<file path="config.mk">
export PLATFORM = sky130hd
export DESIGN_NAME = bert_core
export DESIGN_NICKNAME = d
export VERILOG_FILES = /design/src/rtl/bert_pkg.sv /design/src/rtl/bert_patgen.sv /design/src/rtl/bert_sync_chk.sv /design/src/rtl/bert_sat_cnt.sv /design/src/rtl/bert_core.sv
export SDC_FILE = /design/constraint.sdc
export NUM_CORES = 1
export LEC_CHECK = 0
export ABC_AREA = 1
export BUFFER_PORTS_ARGS = -buffer_cell sky130_fd_sc_hd__buf_2
export CAP_MARGIN = 40
export CORE_MARGIN = 2
export CORE_UTILIZATION = 25
export CTS_BUF_LIST = sky130_fd_sc_hd__clkbuf_16
export CTS_CLUSTER_SIZE = 10
export DETAILED_ROUTE_END_ITERATION = 7
export GPL_ROUTABILITY_DRIVEN = 1
export SLEW_MARGIN = 20
export SYNTH_ARGS = -nofsm -noshare
export SYNTH_HDL_FRONTEND = slang
export SYNTH_HIERARCHICAL = 1
export SYNTH_SLANG_ARGS = --single-unit
</file>
<file path="constraint.sdc">
create_clock -name clk -period 15.55 [get_ports clk]
set_clock_uncertainty 0.1 [all_clocks]
set_input_delay 0.7775 -clock clk [delete_from_list [all_inputs] [get_ports clk]]
set_output_delay 0.7775 -clock clk [all_outputs]
set_load 0.01 [all_outputs]
</file>
<file path="src/rtl/bert_pkg.sv">
package bert_pkg;

   typedef enum logic [1:0] {
      PAT_PRBS15 = 2'd0,
      PAT_PRBS23 = 2'd1,
      PAT_WORD   = 2'd2,
      PAT_WORD_B = 2'd3
   } pat_e;

   localparam int HIST_W = 32;

   // Predicted next bit from the last HIST_W bits (bit 0 = most recent).
   function automatic logic next_bit(input logic [HIST_W-1:0] h,
                                     input pat_e              sel,
                                     input logic [4:0]        last);
      case (sel)
         PAT_PRBS15: return h[14] ^ h[13];
         PAT_PRBS23: return h[22] ^ h[17];
         default:    return h[last];
      endcase
   endfunction

   // True when the active shift window is all zero (generator lock-up guard).
   function automatic logic prbs_zero(input logic [HIST_W-1:0] h, input pat_e sel);
      if (sel == PAT_PRBS15) return (h[14:0] == 15'd0);
      return (h[22:0] == 23'd0);
   endfunction

endpackage

</file>
<file path="src/rtl/bert_patgen.sv">
module bert_patgen
   import bert_pkg::*;
#(
   parameter int WORD_W  = 32,
   parameter int LEN_W   = 5,
   parameter int MAX_EXP = 7
) (
   input  logic              clk,
   input  logic              rst_n,
   input  logic              bit_en,
   input  pat_e              sel,
   input  logic [WORD_W-1:0] rep_word,
   input  logic [LEN_W-1:0]  rep_len,
   input  logic              inj_single,
   input  logic [2:0]        rate_exp,
   output logic              tx_bit
);
   localparam int RATE_W = $clog2(10 ** MAX_EXP);

   if (WORD_W < 2 || WORD_W > HIST_W || (1 << LEN_W) != WORD_W)
      $error("bert_patgen: WORD_W must be a power of two within 2..32");
   if (MAX_EXP < 1 || MAX_EXP > 7)
      $error("bert_patgen: MAX_EXP must be 1..7");

   function automatic logic [RATE_W-1:0] period_last(input logic [2:0] n);
      logic [RATE_W:0] p;
      p = 1;
      for (int i = 0; i < MAX_EXP; i++)
         if (i < int'(n)) p = p * 4'd10;
      return RATE_W'(p - 1'b1);
   endfunction

   logic [HIST_W-1:0] hist;
   logic [LEN_W-1:0]  idx;
   logic              pend;
   logic [RATE_W-1:0] rcnt, rlast;
   logic              is_prbs, pat_bit, rate_hit, flip;

   always_comb begin
      is_prbs  = (sel == PAT_PRBS15) || (sel == PAT_PRBS23);
      rlast    = period_last(rate_exp);
      rate_hit = (rate_exp != 3'd0) && (rcnt >= rlast);
      pat_bit  = is_prbs ? (next_bit(hist, sel, 5'd0) | prbs_zero(hist, sel))
                         : rep_word[idx];
      flip     = pend | inj_single | rate_hit;
   end

   always_ff @(posedge clk) begin
      if (!rst_n) begin
         hist   <= '1;
         idx    <= '0;
         pend   <= 1'b0;
         rcnt   <= '0;
         tx_bit <= 1'b0;
      end else begin
         if (rate_exp == 3'd0)
            rcnt <= '0;
         else if (bit_en)
            rcnt <= rate_hit ? '0 : rcnt + 1'b1;

         if (bit_en) begin
            tx_bit <= pat_bit ^ flip;
            pend   <= 1'b0;
            idx    <= (idx >= rep_len) ? '0 : idx + 1'b1;
            if (is_prbs) hist <= {hist[HIST_W-2:0], pat_bit};
         end else if (inj_single) begin
            pend <= 1'b1;
         end
      end
   end

endmodule

</file>
<file path="src/rtl/bert_sync_chk.sv">
module bert_sync_chk
   import bert_pkg::*;
#(
   parameter int LEN_W    = 5,
   parameter int SYNC_RUN = 32,
   parameter int LOSS_WIN = 64,
   parameter int LOSS_ERR = 6
) (
   input  logic             clk,
   input  logic             rst_n,
   input  logic             bit_en,
   input  logic             rx_bit,
   input  pat_e             sel,
   input  logic [LEN_W-1:0] rep_len,
   output logic             in_sync,
   output logic             err_hit
);
   localparam int RUN_W = $clog2(SYNC_RUN);
   localparam int WIN_W = $clog2(LOSS_WIN);
   localparam int ERR_W = $clog2(LOSS_ERR);
   localparam logic [RUN_W-1:0] RUN_LAST = RUN_W'(SYNC_RUN - 1);
   localparam logic [WIN_W-1:0] WIN_LAST = WIN_W'(LOSS_WIN - 1);
   localparam logic [ERR_W-1:0] ERR_LAST = ERR_W'(LOSS_ERR - 1);

   if (SYNC_RUN < 2 || LOSS_WIN < 2 || LOSS_ERR < 2 || LOSS_ERR > LOSS_WIN)
      $error("bert_sync_chk: bad lock parameters");

   logic [HIST_W-1:0] hist;
   logic [RUN_W-1:0]  run;
   logic [WIN_W-1:0]  wcnt;
   logic [ERR_W-1:0]  werr;
   logic              pred, match;

   always_comb begin
      pred    = next_bit(hist, sel, 5'(rep_len));
      match   = (rx_bit == pred);
      err_hit = bit_en & in_sync & ~match;
   end

   always_ff @(posedge clk) begin
      if (!rst_n) begin
         hist    <= '0;
         run     <= '0;
         wcnt    <= '0;
         werr    <= '0;
         in_sync <= 1'b0;
      end else if (bit_en) begin
         if (!in_sync) begin
            // search: prediction is seeded from the received stream
            hist <= {hist[HIST_W-2:0], rx_bit};
            if (!match)
               run <= '0;
            else if (run == RUN_LAST) begin
               in_sync <= 1'b1;
               run     <= '0;
               wcnt    <= '0;
               werr    <= '0;
            end else
               run <= run + 1'b1;
         end else begin
            // locked: local pattern runs free
            hist <= {hist[HIST_W-2:0], pred};
            if (!match && werr == ERR_LAST) begin
               in_sync <= 1'b0;
               run     <= '0;
            end else if (wcnt == WIN_LAST) begin
               wcnt <= '0;
               werr <= '0;
            end else begin
               wcnt <= wcnt + 1'b1;
               werr <= werr + {{(ERR_W-1){1'b0}}, ~match};
            end
         end
      end
   end

endmodule

</file>
<file path="src/rtl/bert_sat_cnt.sv">
module bert_sat_cnt #(
   parameter int W = 32
) (
   input  logic         clk,
   input  logic         rst_n,
   input  logic         inc,
   input  logic         latch,
   output logic [W-1:0] q
);
   if (W < 2) $error("bert_sat_cnt: W must be at least 2");

   localparam logic [W-1:0] TOP = '1;

   logic [W-1:0] cnt;

   always_ff @(posedge clk) begin
      if (!rst_n) begin
         cnt <= '0;
         q   <= '0;
      end else if (latch) begin
         q   <= cnt;
         cnt <= {{(W-1){1'b0}}, inc};
      end else if (inc && cnt != TOP) begin
         cnt <= cnt + 1'b1;
      end
   end

endmodule

</file>
<file path="src/rtl/bert_core.sv">
module bert_core
   import bert_pkg::*;
#(
   parameter int WORD_W   = 32,
   parameter int CNT_W    = 32,
   parameter int MAX_EXP  = 7,
   parameter int SYNC_RUN = 32,
   parameter int LOSS_WIN = 64,
   parameter int LOSS_ERR = 6,
   localparam int LEN_W   = $clog2(WORD_W)
) (
   input  logic              clk,
   input  logic              rst_n,
   input  logic              bit_en,
   input  logic [1:0]        pat_sel,
   input  logic [WORD_W-1:0] rep_word,
   input  logic [LEN_W-1:0]  rep_len,
   input  logic              inj_single,
   input  logic [2:0]        rate_exp,
   output logic              tx_bit,
   input  logic              rx_bit,
   input  logic              latch,
   output logic              sync,
   output logic [CNT_W-1:0]  bit_cnt_q,
   output logic [CNT_W-1:0]  err_cnt_q
);
   pat_e             sel;
   logic             err_hit;
   logic [1:0]       inc_v;
   logic [CNT_W-1:0] q_v [2];

   assign sel   = pat_e'(pat_sel);
   assign inc_v = {err_hit, bit_en};

   bert_patgen #(.WORD_W(WORD_W), .LEN_W(LEN_W), .MAX_EXP(MAX_EXP)) u_gen (
      .clk(clk), .rst_n(rst_n), .bit_en(bit_en), .sel(sel),
      .rep_word(rep_word), .rep_len(rep_len), .inj_single(inj_single),
      .rate_exp(rate_exp), .tx_bit(tx_bit)
   );

   bert_sync_chk #(.LEN_W(LEN_W), .SYNC_RUN(SYNC_RUN),
                   .LOSS_WIN(LOSS_WIN), .LOSS_ERR(LOSS_ERR)) u_chk (
      .clk(clk), .rst_n(rst_n), .bit_en(bit_en), .rx_bit(rx_bit),
      .sel(sel), .rep_len(rep_len), .in_sync(sync), .err_hit(err_hit)
   );

   for (genvar g = 0; g < 2; g++) begin : g_cnt
      bert_sat_cnt #(.W(CNT_W)) u_cnt (
         .clk(clk), .rst_n(rst_n), .inc(inc_v[g]), .latch(latch), .q(q_v[g])
      );
   end

   assign bit_cnt_q = q_v[0];
   assign err_cnt_q = q_v[1];

endmodule

</file>
==> results of run 1 <==
## metal layers
layer	vias to the layer above	global-route usage	part of all wire
met5	-	0	0
met4	0	0.0230	0.016
met3	36	0.0172	0.041
met2	262	0.206	0.44
met1	6370	0.174	0.50
li1	7565	-	-
## per-stage QoR
step                      hold slack, ns  utilization  std cells  instance area (um2)
final                              0.370        0.287       3159                17300
after global routing               0.379        0.287       3159                17300
after CTS                          0.370        0.286       3158                17300
after floorplan                    0.340            -       2293                15300
after detailed placement           0.366        0.273       3118                16500
after global placement             0.356        0.272       3115                16500
## cells in the mapped netlist, types with 11 or more instances
cell	count	area share
nand2_1	579	0.14
o21ai_0	135	0.044
inv_2	14	0.0034
a21oi_1	100	0.033
ha_1	125	0.10
nor3_1	25	0.0082
nand2_2	28	0.011
nand3_1	163	0.053
nand4_1	36	0.015
dfxtp_1	229	0.30
xor2_1	39	0.022
o211ai_1	17	0.0083
inv_1	220	0.054
xnor2_1	12	0.0069
nor2_1	333	0.082
a21oi_2	41	0.023
clkbuf_1	41	0.010
buf_6	11	0.0081
## final timing paths
| kind | from | endpoint | slack, ns | depth (start not counted) |
|---|---|---|---|---|
| setup / recovery | rate_exp[1] | u_gen/rcnt[13] | 7.07 | 47 |
| hold / removal | u_gen/pend | u_gen/pend | 0.37 | 2 |
| setup reg to reg | u_gen/rcnt[15] | u_gen/rcnt[13] | 12.92 | 12 |
| hold reg to reg | u_gen/pend | u_gen/pend | 0.37 | 2 |
## placed cells by master (no fill, tap or decap), types with 6 or more instances in the layout
cell | netlist | routed
nor2_2 | 8 | 9
or2_2 | 6 | 6
xor2_1 | 39 | 39
ha_1 | 125 | 125
clkbuf_16 | 0 | 28
nand2_2 | 28 | 28
buf_4 | 5 | 7
o211ai_1 | 17 | 17
nand3_1 | 163 | 163
a21oi_1 | 100 | 100
a21oi_2 | 41 | 41
nor2_4 | 10 | 10
conb_1 | 2 | 8
xnor2_1 | 12 | 12
dfxtp_1 | 229 | 229
nor3_1 | 25 | 24
buf_2 | 10 | 111
o21ai_0 | 135 | 135
nand2_4 | 7 | 7
nand3b_1 | 6 | 6
nand2_1 | 579 | 579
nor2_1 | 333 | 332
o21ai_1 | 8 | 8
nand4_1 | 36 | 36
inv_1 | 220 | 227
inv_2 | 14 | 14
## report_power, final
group / switching [uW] / leakage, uW / internal (uW)
combinational: 185 / 0.00541 / 109
sequential: 14.2 / 0.00187 / 607
clock: 242 / 0.000409 / 336
## logic make-up after synthesis
family                     Yosys count
buffers and inverters              319
DFF                                229
xor gates and xnor gates            51
adders and majority gates          128
AOI/OAI and AO/OA                  335
other                                2
and+or+nand+nor                   1223
## final cells by class
cell class	instances	area, um2	area share
Clock buffer	28	701	0.0404
Clock inverter	12	88.8	0.00512
Inverter	241	912	0.0526
Multi-Input combinational cell	1745	9370	0.541
Sequential cell	229	4580	0.264
Tap cell	782	978	0.0564
Timing Repair Buffer	122	698	0.0403
## registers in the layout, summed over array words and instances, names as in the netlist
register         cells
g_cnt.u_cnt/cnt     64
g_cnt.u_cnt/q       64
u_chk/hist          32
u_gen/rcnt          24
u_gen/hist          23
u_chk/wcnt           6
u_chk/run            5
u_gen/idx            5
u_chk/werr           3
u_chk/in_sync        1
u_gen/pend           1
u_gen/tx_bit         1
## worst max-delay path, delay by kind of cell
family	cells	cell delay (ns)
simple gates	23	2.66
compound gates	7	1.56
fa+ha+maj	9	2.61
xor+xnor	1	0.08
buf+inv	7	1.06
==> flow_summary.json, run 1 <==
{
  "status": "completed",
  "postSynthCellCount": 2287,
  "antenna_found_initial": 0,
  "port_buffers": 113,
  "vias": 14200,
  "htreeDepth": 1,
  "ys_warn_count": 6,
  "cts.sinks": 229,
  "routed_wl_um": 40000,
  "drt_pass1_iterations": 5,
  "worstPathRequired_ns": 15.87,
  "final.min_clock_period_ns": 8.48,
  "setup_ws_ns": 7.07,
  "power.total_uw": 1490,
  "die_y_um": 251,
  "netlist_area_um2": 15300,
  "ir_drop_mv": 0.0738,
  "dieArea_um2": 63200,
  "cts_buffers": 28,
  "avgSynthCellArea_um2": 6.70,
  "die_w_um": 251,
  "ctsResizeCount": 0,
  "ys_seq_area_frac": 0.299,
  "synth.area.mux_share": 0,
  "synthXorXnorAreaFrac": 0.0292,
  "grt_pass1_wl_um": 66600,
  "synth_top_family_by_area": "simple AND/OR/NAND/NOR gates",
  "synth-adder-area-share": 0.106,
  "setup_viol": 0,
  "start_util": 0.253,
  "synth_compound_area_frac": 0.129,
  "routedWlPerCell_um": 12.7,
  "synth_edf_count": 0,
  "critPathMostFrequentCell": "nand2_1",
  "cp_slowest_cell": "a21oi_2",
  "cap_violations": 0,
  "worst-path-max-fanout": 15,
  "clock_path_buffers": 3,
  "post-cts-setup-buffer-count": 0,
  "worstSetupEndpointType": "register",
  "final_max_slew_viol_count": 0,
  "final.setup.tns_ns": 0,
  "max_stage_delay_ns": 0.57,
  "final.fill_count": 6635,
  "globalplace.congestion": 0.890,
  "synth_cell_types": 57,
  "grt_overflow": 0,
  "max_slew_margin": 0.488,
  "vias_per_cell": 4.51,
  "initialDrtViolationCount": 996,
  "cts.clk_slew.worst_paths_ns": 0.05,
  "grt_use_total": 0.125,
  "cts_tree": "yes",
  "area_growth_pct": 13.2,
  "hpwl_um": 30000,
  "cts_root_buffer": "clkbuf_16",
  "crit_type": "input port to register",
  "ant_nets": 0,
  "ctsHoldBuffers": 0,
  "synth_seq_cells": 229,
  "worst_pin_slew_ns": 0.765,
  "pre_cts_slack_ns": 6.59,
  "p_leak_uw": 0.00769,
  "grt_pass1_vias": 13300,
  "io_pins": 114,
  "drc": 0,
  "finalCritPeriodShare": 0.545,
  "synthSimpleGateAreaFrac": 0.345,
  "clock_latency_ns": 0.56,
  "row_count": 90,
  "power_density_nw_per_um2": 86.2,
  "hp-class": "register to register",
  "cp-start-kind": "input port",
  "core_area_um2": 60500,
  "synth_ff_type": "dfxtp_1",
  "finalHoldViolations": 0,
  "fin_nets": 2543,
  "grt_max_degree": 75,
  "fmax_mhz": 118,
  "layout-drive-gt1-share": 0.120,
  "diodes": 0,
  "synthArstFlopShare": 0,
  "cp_data_arrival_time_ns": 8.81,
  "rsz0062_at_grt": "false"
}
No activity file was read; power rests on OpenSTA's default activity.
==> run 2: changes to the inputs <==
- ABC_AREA: 1 -> 0
- clock period: 15.55 -> 8.9 ns (I/O delays scaled with it)
==> run 2 against run 1 <==
Net effect:
- core utilization up 0.45 points
- clock power up 71%
- critical path depth down 9
- worst hold slack worse by 0.30 ns
- sequential cell count unchanged
- die area down 8.4%
- combinational power up 41%
- wire length down 17%
- register-to-register slack worse by 8.0 ns
- cell count down 23%
- total power up 64%
- critical endpoint is now u_gen/tx_bit
==> flow_summary.json, run 2 <==
{
  "status": "completed",
  "max_slew_margin": 0.418,
  "final_max_slew_viol_count": 0,
  "drt_pass1_iterations": 8,
  "synth_top_area_frac": 0.327,
  "postSynthCellCount": 1584,
  "grt_use_total": 0.114,
  "fin_util": 0.291,
  "drc": 0,
  "clkPwrFrac": 0.403,
  "synth_top_cell_by_area": "dfxtp_1",
  "finalCritPeriodShare": 0.912,
  "yosys-top-cells-area": "dfxtp_1 33%, ha_1 11%, mux2i_1 7.8%",
  "finalHoldViolations": 0,
  "placed_area_um2": 15300,
  "ys_seq_area_frac": 0.327,
  "post-cts-setup-buffer-count": 0,
  "row_count": 86,
  "max_stage_delay_ns": 0.42,
  "ys_warn_count": 6,
  "cp_top_family": "compound AO/OA/AOI/OAI gates",
  "power_density_nw_per_um2": 153,
  "clock_latency_ns": 0.56,
  "fmax_mhz": 123,
  "critPathCapture": "u_gen/tx_bit",
  "layout_common_cells": "229 x dfxtp_1, 150 x nand2_1, 127 x nor2_1",
  "cap_violations": 0,
  "antenna_found_initial": 1,
  "reg2reg_from": "u_chk/hist[14]",
  "crit_cells": 38,
  "fin_nets": 1851,
  "synth_edf_count": 0,
  "p_switching_uw": 673,
  "layout-drive-gt1-share": 0.130,
  "synthTopCellsByCount": "229 x dfxtp_1, 150 x nand2_1, 127 x nor2_1",
  "avgSynthCellArea_um2": 8.84,
  "reg2reg_to": "g_cnt[1].u_cnt/cnt[29]",
  "final.setup.tns_ns": 0,
  "final_area_um2": 16100,
  "diodes": 0,
  "netlist_area_um2": 14000,
  "globalplace.congestion": 0.869,
  "synth_cell_types": 96,
  "initialDrtViolationCount": 536,
  "htreeDepth": 1,
  "cts.sinks": 229,
  "final_common_cell": "dfxtp_1",
  "grt_pass1_vias": 11300,
  "critPathMostFrequentCell": "ha_1",
  "p_int_uw": 1780,
  "synth_seq_cells": 229,
  "dieArea_um2": 57900,
  "swShare": 0.275,
  "yosysMostFrequentCell": "dfxtp_1",
  "reg2reg_depth": 10,
  "crit_buf_inv": 4,
  "cp-startpoint": "rate_exp[2]",
  "worst_pin_slew_ns": 0.871,
  "setup_viol": 0,
  "p_leak_uw": 0.00671,
  "cts_root_buffer": "clkbuf_16",
  "largestRegisters": "g_cnt.u_cnt/cnt: 64 flops, g_cnt.u_cnt/q: 64 flops, u_chk/hist: 32 flops",
  "pre_cts_slack_ns": 0.345,
  "ir_drop_mv": 0.110,
  "cts_tree": "yes",
  "vias": 11600,
  "area_growth_pct": 14.8,
  "core_area_um2": 55200,
  "io_pins": 114,
  "cts_buffers": 27,
  "cp_data_arrival_time_ns": 8.46,
  "setup_ws_ns": 0.787,
  "die_w_um": 241,
  "worstSetupEndpointType": "register",
  "start_util": 0.254,
  "die_y_um": 241,
  "hp-class": "input port to register",
  "worstPathRequired_ns": 9.24,
  "worst-path-max-fanout": 25,
  "vias_per_cell": 4.79,
  "routedWlPerCell_um": 13.7,
  "hpwl_um": 24100,
  "synth_ff_type": "dfxtp_1",
  "port_buffers": 113,
  "grt_max_degree": 70,
  "synthArstFlopShare": 0,
  "ctsResizeCount": 0,
  "grt_overflow": 0,
  "grt_pass1_wl_um": 56000,
  "routed_wl_um": 33300,
  "seq_power_share": 0.428,
  "p_comb_frac": 0.170,
  "rsz0062_at_grt": "false",
  "ctsHoldBuffers": 0,
  "cts.clk_slew.worst_paths_ns": 0.06,
  "ant_nets": 0,
  "final.min_clock_period_ns": 8.11,
  "crit_type": "input port to register",
  "final.fill_count": 5843,
  "clock_path_buffers": 3,
  "cp_slowest_cell": "fa_1",
  "cp-start-kind": "input port",
  "r2r_setup_slack_ns": 4.94
}
run 2: cell count changes in the layout (fill, tap and decap cells not counted), sizes merged, moves of 29 or more:
cell | before | now
nand3 | 165 | 76
mux2i | 0 | 109
a21oi | 141 | 94
inv | 244 | 54
nand2 | 616 | 150
or3 | 0 | 29
nor2b | 0 | 75
nor2 | 352 | 128
o21ai | 145 | 64
run 2: final cells by class:
type / instances / area, um2 / share of cell area
timing repair buffer: 132 / 714 / 0.0445
clock buffer: 27 / 676 / 0.0420
inverter: 47 / 176 / 0.0110
tap: 748 / 936 / 0.0582
clock inverter: 9 / 76.3 / 0.00475
sequential: 229 / 4580 / 0.285
multi-input combinational: 1238 / 8910 / 0.554
run 2: power groups by stage:
stage / Combinational (uW) / Sequential [uW] / Clock (uW)
final: 416 / 1050 / 987
after global routing: 472 / 1050 / 1060
after CTS: 416 / 1050 / 1020
after detailed placement: 413 / 1070 / 0
after global placement: 405 / 1070 / 0
after floorplan: 318 / 1070 / 0
run 2: metal layers:
layer  wire [um]  up-vias  global-route usage  share of wire
met1       15900     5491               0.151           0.48
li1            -     5901                   -              -
met5           0        -                   0              0
met4         803        0              0.0320          0.024
met2       15400      201               0.193           0.46
met3        1170       49              0.0167          0.035
run 2: cells by family after synthesis:
family,count (synthesis),share of synthesized area
AO/OA/AOI/OAI,289,0.138
XOR/XNOR,60,0.0389
adder cells (fa/ha/maj),128,0.116
buffers and inverters,123,0.0382
flip-flops,229,0.327
multiplexers,128,0.106
other,2,0.000536
AND/OR/NAND/NOR,625,0.235
run 2: how the worst min path moves through the flow:
stage / start / endpoint / cells past startpoint
final: inj_single / u_gen/pend / 2
after global routing: inj_single / u_gen/pend / 2
after CTS: inj_single / u_gen/pend / 2
after detailed placement: u_chk/run[3] / u_chk/run[3] / 1
after global placement: u_chk/run[3] / u_chk/run[3] / 1
after floorplan: u_chk/run[3] / u_chk/run[3] / 1
run 2: through the flow:
step | power, uW | instances | hold WS (ns)
4_1_cts | 2480 | 2429 | 0.0417
3_3_place_gp | 1480 | 2392 | 0.352
6_report | 2450 | 2430 | 0.0749
2_1_floorplan | 1380 | 1590 | 0.328
5_1_grt | 2580 | 2430 | 0.0521
3_5_place_dp | 1480 | 2393 | 0.353
